<file path="config.mk">
export PLATFORM = sky130hd
export DESIGN_NAME = sync_shift_port
export DESIGN_NICKNAME = d
export VERILOG_FILES = /design/src/rtl/sio_pkg.sv /design/src/rtl/sio_txbuf.sv /design/src/rtl/sio_clkgen.sv /design/src/rtl/sio_engine.sv /design/src/rtl/sync_shift_port.sv
export SDC_FILE = /design/constraint.sdc
export NUM_CORES = 1
export LEC_CHECK = 0
export BUFFER_PORTS_ARGS = -buffer_cell sky130_fd_sc_hd__buf_2
export CORE_MARGIN = 2
export CORE_UTILIZATION = 59
export DETAILED_ROUTE_END_ITERATION = 12
export GPL_TIMING_DRIVEN = 1
export PLACE_DENSITY = 0.79
export SLEW_MARGIN = 20
export SYNTH_ARGS = -nofsm -noshare
export SYNTH_HDL_FRONTEND = slang
export SYNTH_SLANG_ARGS = --single-unit
</file>
<file path="constraint.sdc">
create_clock -name clk -period 5.16 [get_ports clk]
set_input_delay 0.258 -clock clk [delete_from_list [all_inputs] [get_ports clk]]
set_output_delay 0.258 -clock clk [all_outputs]
set_load 0.1 [all_outputs]
</file>
<file path="src/rtl/sio_pkg.sv">
package sio_pkg;
  typedef enum logic [1:0] {
    ST_IDLE,
    ST_WAIT,
    ST_HIGH,
    ST_LOW
  } sio_state_e;
endpackage

</file>
<file path="src/rtl/sio_txbuf.sv">
module sio_txbuf #(
  parameter int DATA_W = 8
) (
  input  logic              clk,
  input  logic              rst_n,
  input  logic              in_valid,
  output logic              in_ready,
  input  logic [DATA_W-1:0] in_data,
  input  logic              take,
  output logic              full,
  output logic [DATA_W-1:0] byte_o
);
  assign in_ready = !full;

  always_ff @(posedge clk) begin
    if (!rst_n) begin
      full   <= 1'b0;
      byte_o <= '0;
    end else if (take) begin
      full <= 1'b0;
    end else if (in_valid && !full) begin
      full   <= 1'b1;
      byte_o <= in_data;
    end
  end

  AST_TX_KEPT: assert property (@(posedge clk) disable iff (!rst_n)
    full && !take |=> full && $stable(byte_o));
endmodule

</file>
<file path="src/rtl/sio_clkgen.sv">
module sio_clkgen #(
  parameter int DIV_W = 8
) (
  input  logic             clk,
  input  logic             rst_n,
  input  logic             master,
  input  logic [DIV_W-1:0] div_reload,
  input  logic             restart,
  input  logic             run,
  input  logic             low_phase,
  input  logic             rise_block,
  input  logic             sck_in,
  output logic             fall_evt,
  output logic             rise_evt
);
  logic [DIV_W-1:0] cnt;
  logic             sck_prev;
  logic             zero;

  assign zero = (cnt == '0);

  always_comb begin
    if (master) begin
      fall_evt = run && !low_phase && zero;
      rise_evt = run && low_phase && zero;
    end else begin
      fall_evt = run && !low_phase && sck_prev && !sck_in;
      rise_evt = run && low_phase && !sck_prev && sck_in;
    end
  end

  always_ff @(posedge clk) begin
    if (!rst_n) begin
      cnt      <= '0;
      sck_prev <= 1'b1;
    end else begin
      sck_prev <= sck_in;
      if (restart) begin
        cnt <= div_reload;
      end else if (run && master) begin
        if (!zero)
          cnt <= cnt - 1'b1;
        else if (!(low_phase && rise_block))
          cnt <= div_reload;
      end
    end
  end
endmodule

</file>
<file path="src/rtl/sio_engine.sv">
module sio_engine #(
  parameter int DATA_W = 8,
  parameter int LEN_W  = 8
) (
  input  logic              clk,
  input  logic              rst_n,
  input  logic              master,
  input  logic              lsb_first,
  input  logic              single_byte,
  input  logic [LEN_W-1:0]  len_m1,
  input  logic              start,
  input  logic              hold,
  input  logic              tx_full,
  input  logic [DATA_W-1:0] tx_byte,
  input  logic              rx_ready,
  input  logic              si_i,
  input  logic              fall_evt,
  input  logic              rise_evt,
  output logic              take,
  output logic              run,
  output logic              low_phase,
  output logic              rise_block,
  output logic              busy,
  output logic              done,
  output logic              byte_tick,
  output logic              rx_valid,
  output logic [DATA_W-1:0] rx_data,
  output logic              sck_o,
  output logic              so_o
);
  import sio_pkg::*;

  localparam int POS_W = $clog2(DATA_W);
  localparam logic [POS_W-1:0] LAST_POS = POS_W'(DATA_W - 1);
  localparam logic [LEN_W-1:0] BYTE_M1  = LEN_W'(DATA_W - 1);

  sio_state_e        state;
  logic [LEN_W-1:0]  left;
  logic [POS_W-1:0]  pos;
  logic [DATA_W-1:0] out_sr;
  logic [DATA_W-1:0] in_sr;
  logic [DATA_W-1:0] in_next;
  logic              completing;
  logic              do_rise;

  assign busy       = (state != ST_IDLE);
  assign run        = (state == ST_HIGH) || (state == ST_LOW);
  assign low_phase  = (state == ST_LOW);
  assign take       = (state == ST_WAIT) && !hold && tx_full;
  assign completing = (left == '0) || (pos == LAST_POS);
  assign rise_block = completing && rx_valid && !rx_ready;
  assign do_rise    = rise_evt && !rise_block;
  assign in_next    = lsb_first ? {si_i, in_sr[DATA_W-1:1]} : {in_sr[DATA_W-2:0], si_i};

  always_ff @(posedge clk) begin
    if (!rst_n) begin
      state     <= ST_IDLE;
      left      <= '0;
      pos       <= '0;
      out_sr    <= '0;
      in_sr     <= '0;
      done      <= 1'b0;
      byte_tick <= 1'b0;
      rx_valid  <= 1'b0;
      rx_data   <= '0;
      sck_o     <= 1'b1;
      so_o      <= 1'b1;
    end else begin
      byte_tick <= 1'b0;
      if (rx_valid && rx_ready) rx_valid <= 1'b0;
      case (state)
        ST_IDLE: if (start) begin
          left  <= single_byte ? BYTE_M1 : len_m1;
          done  <= 1'b0;
          state <= ST_WAIT;
        end
        ST_WAIT: if (take) begin
          out_sr <= tx_byte;
          in_sr  <= '0;
          pos    <= '0;
          state  <= ST_HIGH;
        end
        ST_HIGH: if (fall_evt) begin
          sck_o  <= !master;
          so_o   <= lsb_first ? out_sr[0] : out_sr[DATA_W-1];
          out_sr <= lsb_first ? (out_sr >> 1) : (out_sr << 1);
          state  <= ST_LOW;
        end
        ST_LOW: if (do_rise) begin
          sck_o <= 1'b1;
          in_sr <= in_next;
          if (completing) begin
            rx_valid <= 1'b1;
            rx_data  <= in_next;
          end
          if (pos == LAST_POS) byte_tick <= 1'b1;
          if (left == '0) begin
            done  <= 1'b1;
            state <= ST_IDLE;
          end else begin
            left <= left - 1'b1;
            if (pos == LAST_POS) begin
              state <= ST_WAIT;
            end else begin
              pos   <= pos + 1'b1;
              state <= ST_HIGH;
            end
          end
        end
        default: state <= ST_IDLE;
      endcase
    end
  end

  AST_IDLE_SCK_HIGH: assert property (@(posedge clk) disable iff (!rst_n)
    !busy |-> sck_o);
  AST_SO_ON_FALL_ONLY: assert property (@(posedge clk) disable iff (!rst_n)
    master && $past(master) && $past(sck_o) && sck_o |-> $stable(so_o));
  AST_RX_HELD: assert property (@(posedge clk) disable iff (!rst_n)
    rx_valid && !rx_ready |=> rx_valid && $stable(rx_data));
  AST_DONE_NOT_BUSY: assert property (@(posedge clk) disable iff (!rst_n)
    done |-> !busy);
  AST_TICK_PULSE: assert property (@(posedge clk) disable iff (!rst_n)
    byte_tick |=> !byte_tick);
endmodule

</file>
<file path="src/rtl/sync_shift_port.sv">
module sync_shift_port #(
  parameter int DATA_W = 8,
  parameter int DIV_W  = 8,
  parameter int LEN_W  = 8
) (
  input  logic              clk,
  input  logic              rst_n,
  input  logic              master,
  input  logic              lsb_first,
  input  logic              single_byte,
  input  logic [DIV_W-1:0]  div_reload,
  input  logic [LEN_W-1:0]  len_m1,
  input  logic              start,
  input  logic              hold,
  output logic              busy,
  output logic              done,
  output logic              byte_tick,
  input  logic              tx_valid,
  output logic              tx_ready,
  input  logic [DATA_W-1:0] tx_data,
  output logic              rx_valid,
  input  logic              rx_ready,
  output logic [DATA_W-1:0] rx_data,
  input  logic              sck_in,
  output logic              sck_o,
  output logic              so_o,
  input  logic              si_i
);
  logic              take;
  logic              tx_full;
  logic [DATA_W-1:0] tx_byte;
  logic              run;
  logic              low_phase;
  logic              rise_block;
  logic              fall_evt;
  logic              rise_evt;

  sio_txbuf #(.DATA_W(DATA_W)) u_txbuf (
    .clk      (clk),
    .rst_n    (rst_n),
    .in_valid (tx_valid),
    .in_ready (tx_ready),
    .in_data  (tx_data),
    .take     (take),
    .full     (tx_full),
    .byte_o   (tx_byte)
  );

  sio_clkgen #(.DIV_W(DIV_W)) u_clkgen (
    .clk        (clk),
    .rst_n      (rst_n),
    .master     (master),
    .div_reload (div_reload),
    .restart    (take),
    .run        (run),
    .low_phase  (low_phase),
    .rise_block (rise_block),
    .sck_in     (sck_in),
    .fall_evt   (fall_evt),
    .rise_evt   (rise_evt)
  );

  sio_engine #(.DATA_W(DATA_W), .LEN_W(LEN_W)) u_engine (
    .clk         (clk),
    .rst_n       (rst_n),
    .master      (master),
    .lsb_first   (lsb_first),
    .single_byte (single_byte),
    .len_m1      (len_m1),
    .start       (start),
    .hold        (hold),
    .tx_full     (tx_full),
    .tx_byte     (tx_byte),
    .rx_ready    (rx_ready),
    .si_i        (si_i),
    .fall_evt    (fall_evt),
    .rise_evt    (rise_evt),
    .take        (take),
    .run         (run),
    .low_phase   (low_phase),
    .rise_block  (rise_block),
    .busy        (busy),
    .done        (done),
    .byte_tick   (byte_tick),
    .rx_valid    (rx_valid),
    .rx_data     (rx_data),
    .sck_o       (sck_o),
    .so_o        (so_o)
  );
endmodule

</file>
==> metrics.cfg <==
[timing]
max_freq_ghz = 0.407
drv_slew = 0
fin_crit_sh_pct = 47.6
setup_viol = 0
post-route-min-period_ns = 2.45
fin_tns_setup_ns = 0
final_hold_viol_count = 0
worstMarginPinSlew_ns = 0.906
slew_headroom_pct = 39.5
finClkSkew_ns = 0.00433
rsz0062_at_grt = false

[cts]
cts_root_buffer = clkbuf_8
cts_buffers = 9
cts_sinks = 60
htreeDepth = 3
cts_buffer_depth = 2
cts_tree = yes
postCtsHoldBufs = 0
insertion_delay_ns = 0.34
cts_setup_buffers = 0
cts.clk_slew.worst_paths_ns = 0.06
cts_resized = 0

[placement]
hpwlAfterDp_um = 4620
portBuffers = 49
dp.cells = 461
placed_cell_area_sq_um = 3350
gp_congestion = 0.849

[layout]
final_area_sq_um = 3580
antenna_cells = 0
fin_util_pct = 70.0
fin_cells = 477
drive_gt1_share_pct = 18.4
area_delta_synth_final_pct = 14.5
fin_nets = 442

[setup_path]
worstPathBufferInverterCount = 2
crit_path_cell_trace = buf_2, clkinv_1, a21oi_1, nand2_1, o22ai_1
worstReg2RegStart = u_clkgen.cnt[0]
cp_max_fo = 39
r2r_setup_slack_ns = 2.74
critPathArrivalTime_ns = 2.71
crit_path_max_incr_delay_ns = 0.85
crit_type = in -> reg
crit_start = rst_n
worstPathRequired_ns = 5.41
worst_path_max_delay_cell = clkinv_1
endpoint_kind = flip-flop
setup.worst_path.start_class = primary input
critPathTopFamily = buffers and inverters

[power_and_ir_drop]
peakVddDrop_v = 0.000186
p_total_mw = 1.22
power_density_nw_per_um2 = 341
leakage_nw = 1.45

[synth]
synth_edf_count = 0
synthFlopType = dfxtp_1
ys_ff_latch = 60
synth_area_sq_um = 3120
yosysTopAreaCellShare_pct = 38.4
yosys.cell_types.count = 56
syn-num-nets = 405
ys.warnings.count = 0
postSynthAreaPerCell_sq_um = 8.56
synthArstFlopShare_pct = 0
synth.area.top_cells = dfxtp_1 (38%), mux2i_1 (10%), nand2_1 (5.0%)
syn_inst = 365
yosysTopAreaCell = dfxtp_1
yosysSeqAreaShare_pct = 38.4

[global_routing]
grt_overflow = 0
grt_max_degree = 40
grt_pass1_vias = 2502
grt_use_total_pct = 23.7
antenna_found_initial = 0
grt_pass1_wl_um = 11400

[floorplanning]
core_sq_um = 5110
dieArea_sq_um = 5890
die_height_um = 76.8
start_util_pct = 61.2
io_pins = 50
die_w_um = 76.8
rows = 26

[run_status]
status = completed

[routing]
first_pass_iters = 4
drc_errors = 0
dr_total_vias = 2779
vias_per_cell = 5.83
drtAntennaViolNets = 0
drtIter0Drc = 161
wl_per_cell_um = 14.3
routed_wirelength_um = 6820

[flow_run]
cap_viol_max_count = 0

[worst_hold_path]
hold_class = in -> reg
hold_start = tx_data[7]

-- layout make-up --
class | count | area (sq um)
fillers | 429 | 1530
clock inverters | 5 | 75.1
multi-input cells | 272 | 1790
clock buffers | 11 | 141
well taps | 70 | 87.6
repair buffers | 49 | 245
inverters | 10 | 37.5
flip-flops and latches | 60 | 1200
-- layout by cell type, fill, tap and decap left out, types with 3 or more instances in the layout --
| cell | Yosys | routed |
|---|---|---|
| dfxtp_1 | 60 | 60 |
| ha_1 | 5 | 5 |
| mux2i_1 | 32 | 32 |
| nor3b_1 | 6 | 6 |
| buf_2 | 2 | 49 |
| o211ai_1 | 4 | 4 |
| a211oi_1 | 9 | 9 |
| o31ai_1 | 3 | 3 |
| a21boi_0 | 5 | 5 |
| nand2_1 | 42 | 42 |
| inv_1 | 9 | 9 |
| o211a_1 | 4 | 4 |
| clkbuf_8 | 0 | 10 |
| nand3_1 | 7 | 7 |
| nand3b_1 | 4 | 4 |
| nand2b_1 | 4 | 4 |
| a21oi_1 | 19 | 19 |
| clkinv_2 | 0 | 3 |
| nor2b_1 | 9 | 9 |
| a21o_1 | 6 | 6 |
| o22ai_1 | 9 | 9 |
| a31oi_1 | 4 | 4 |
| nor2_1 | 36 | 36 |
| nor3_1 | 8 | 8 |
| o21ai_0 | 21 | 21 |
-- state kept, by name, summed over array words and instances, names as in the netlist --
name	count
u_clkgen.sck_prev	1
u_engine.rx_valid	1
u_engine.left	8
u_engine.byte_tick	1
u_engine.state	2
u_txbuf.full	1
u_clkgen.cnt	8
u_engine.done	1
u_engine.in_sr	8
u_engine.pos	3
u_engine.so_o	1
u_engine.rx_data	8
u_txbuf.byte_o	8
u_engine.out_sr	8
u_engine.sck_o	1
-- tightest hold or removal path, stage by stage --
cell	delay, ns
buf_2	0.08
mux2i_1	0.05
nor2_1	0.07
-- routing by layer --
metal  vias to the layer above  global-route usage, %  wire (um)
met1                      1296                   30.3       3230
met4                         0                   11.6        116
met3                        13                   4.12        287
li1                       1400                      -          -
met2                        70                   38.7       3180
met5                         -                      0          0
-- cells by family after synthesis --
logic type / Yosys count / share of synthesized area, %
compound gates: 105 / 23.5
fa+ha+maj: 5 / 2.00
mux: 32 / 10.3
flops: 60 / 38.4
simple gates: 130 / 21.2
buf+inv: 33 / 4.52
-- worst paths after layout --
path | to | cells past startpoint
setup / recovery | u_engine.in_sr[1] | 5
hold reg to reg | u_engine.pos[2] | 2
hold / removal | u_txbuf.byte_o[7] | 3
setup reg to reg | u_engine.rx_data[6] | 7
-- cell usage after synthesis (7+ instances only) --
cell type and number:
nand3_1 7, o22ai_1 9, o21ai_0 21, a21oi_1 19
dfxtp_1 60, mux2i_1 32, nor3_1 8, clkbuf_1 18
nand2_1 42, a211oi_1 9, nor2b_1 9, nor2_1 36
inv_1 9
-- metrics by stage --
step / hold WS (ns) / worst slack, ns
CTS: 0.145 / 2.47
detailed placement: 0.464 / 2.38
finish: 0.152 / 2.71
global route: 0.165 / 2.43
global placement: 0.448 / 2.48
floorplan: 0.359 / 2.97
-- report_power, final --
part           total, mW  switching (mW)  internal (mW)
combinational      0.252           0.160         0.0924
sequential         0.505          0.0224          0.483
clock              0.464           0.181          0.282
total               1.22           0.363          0.858
Note: power is estimated with default switching activity, not from simulation.
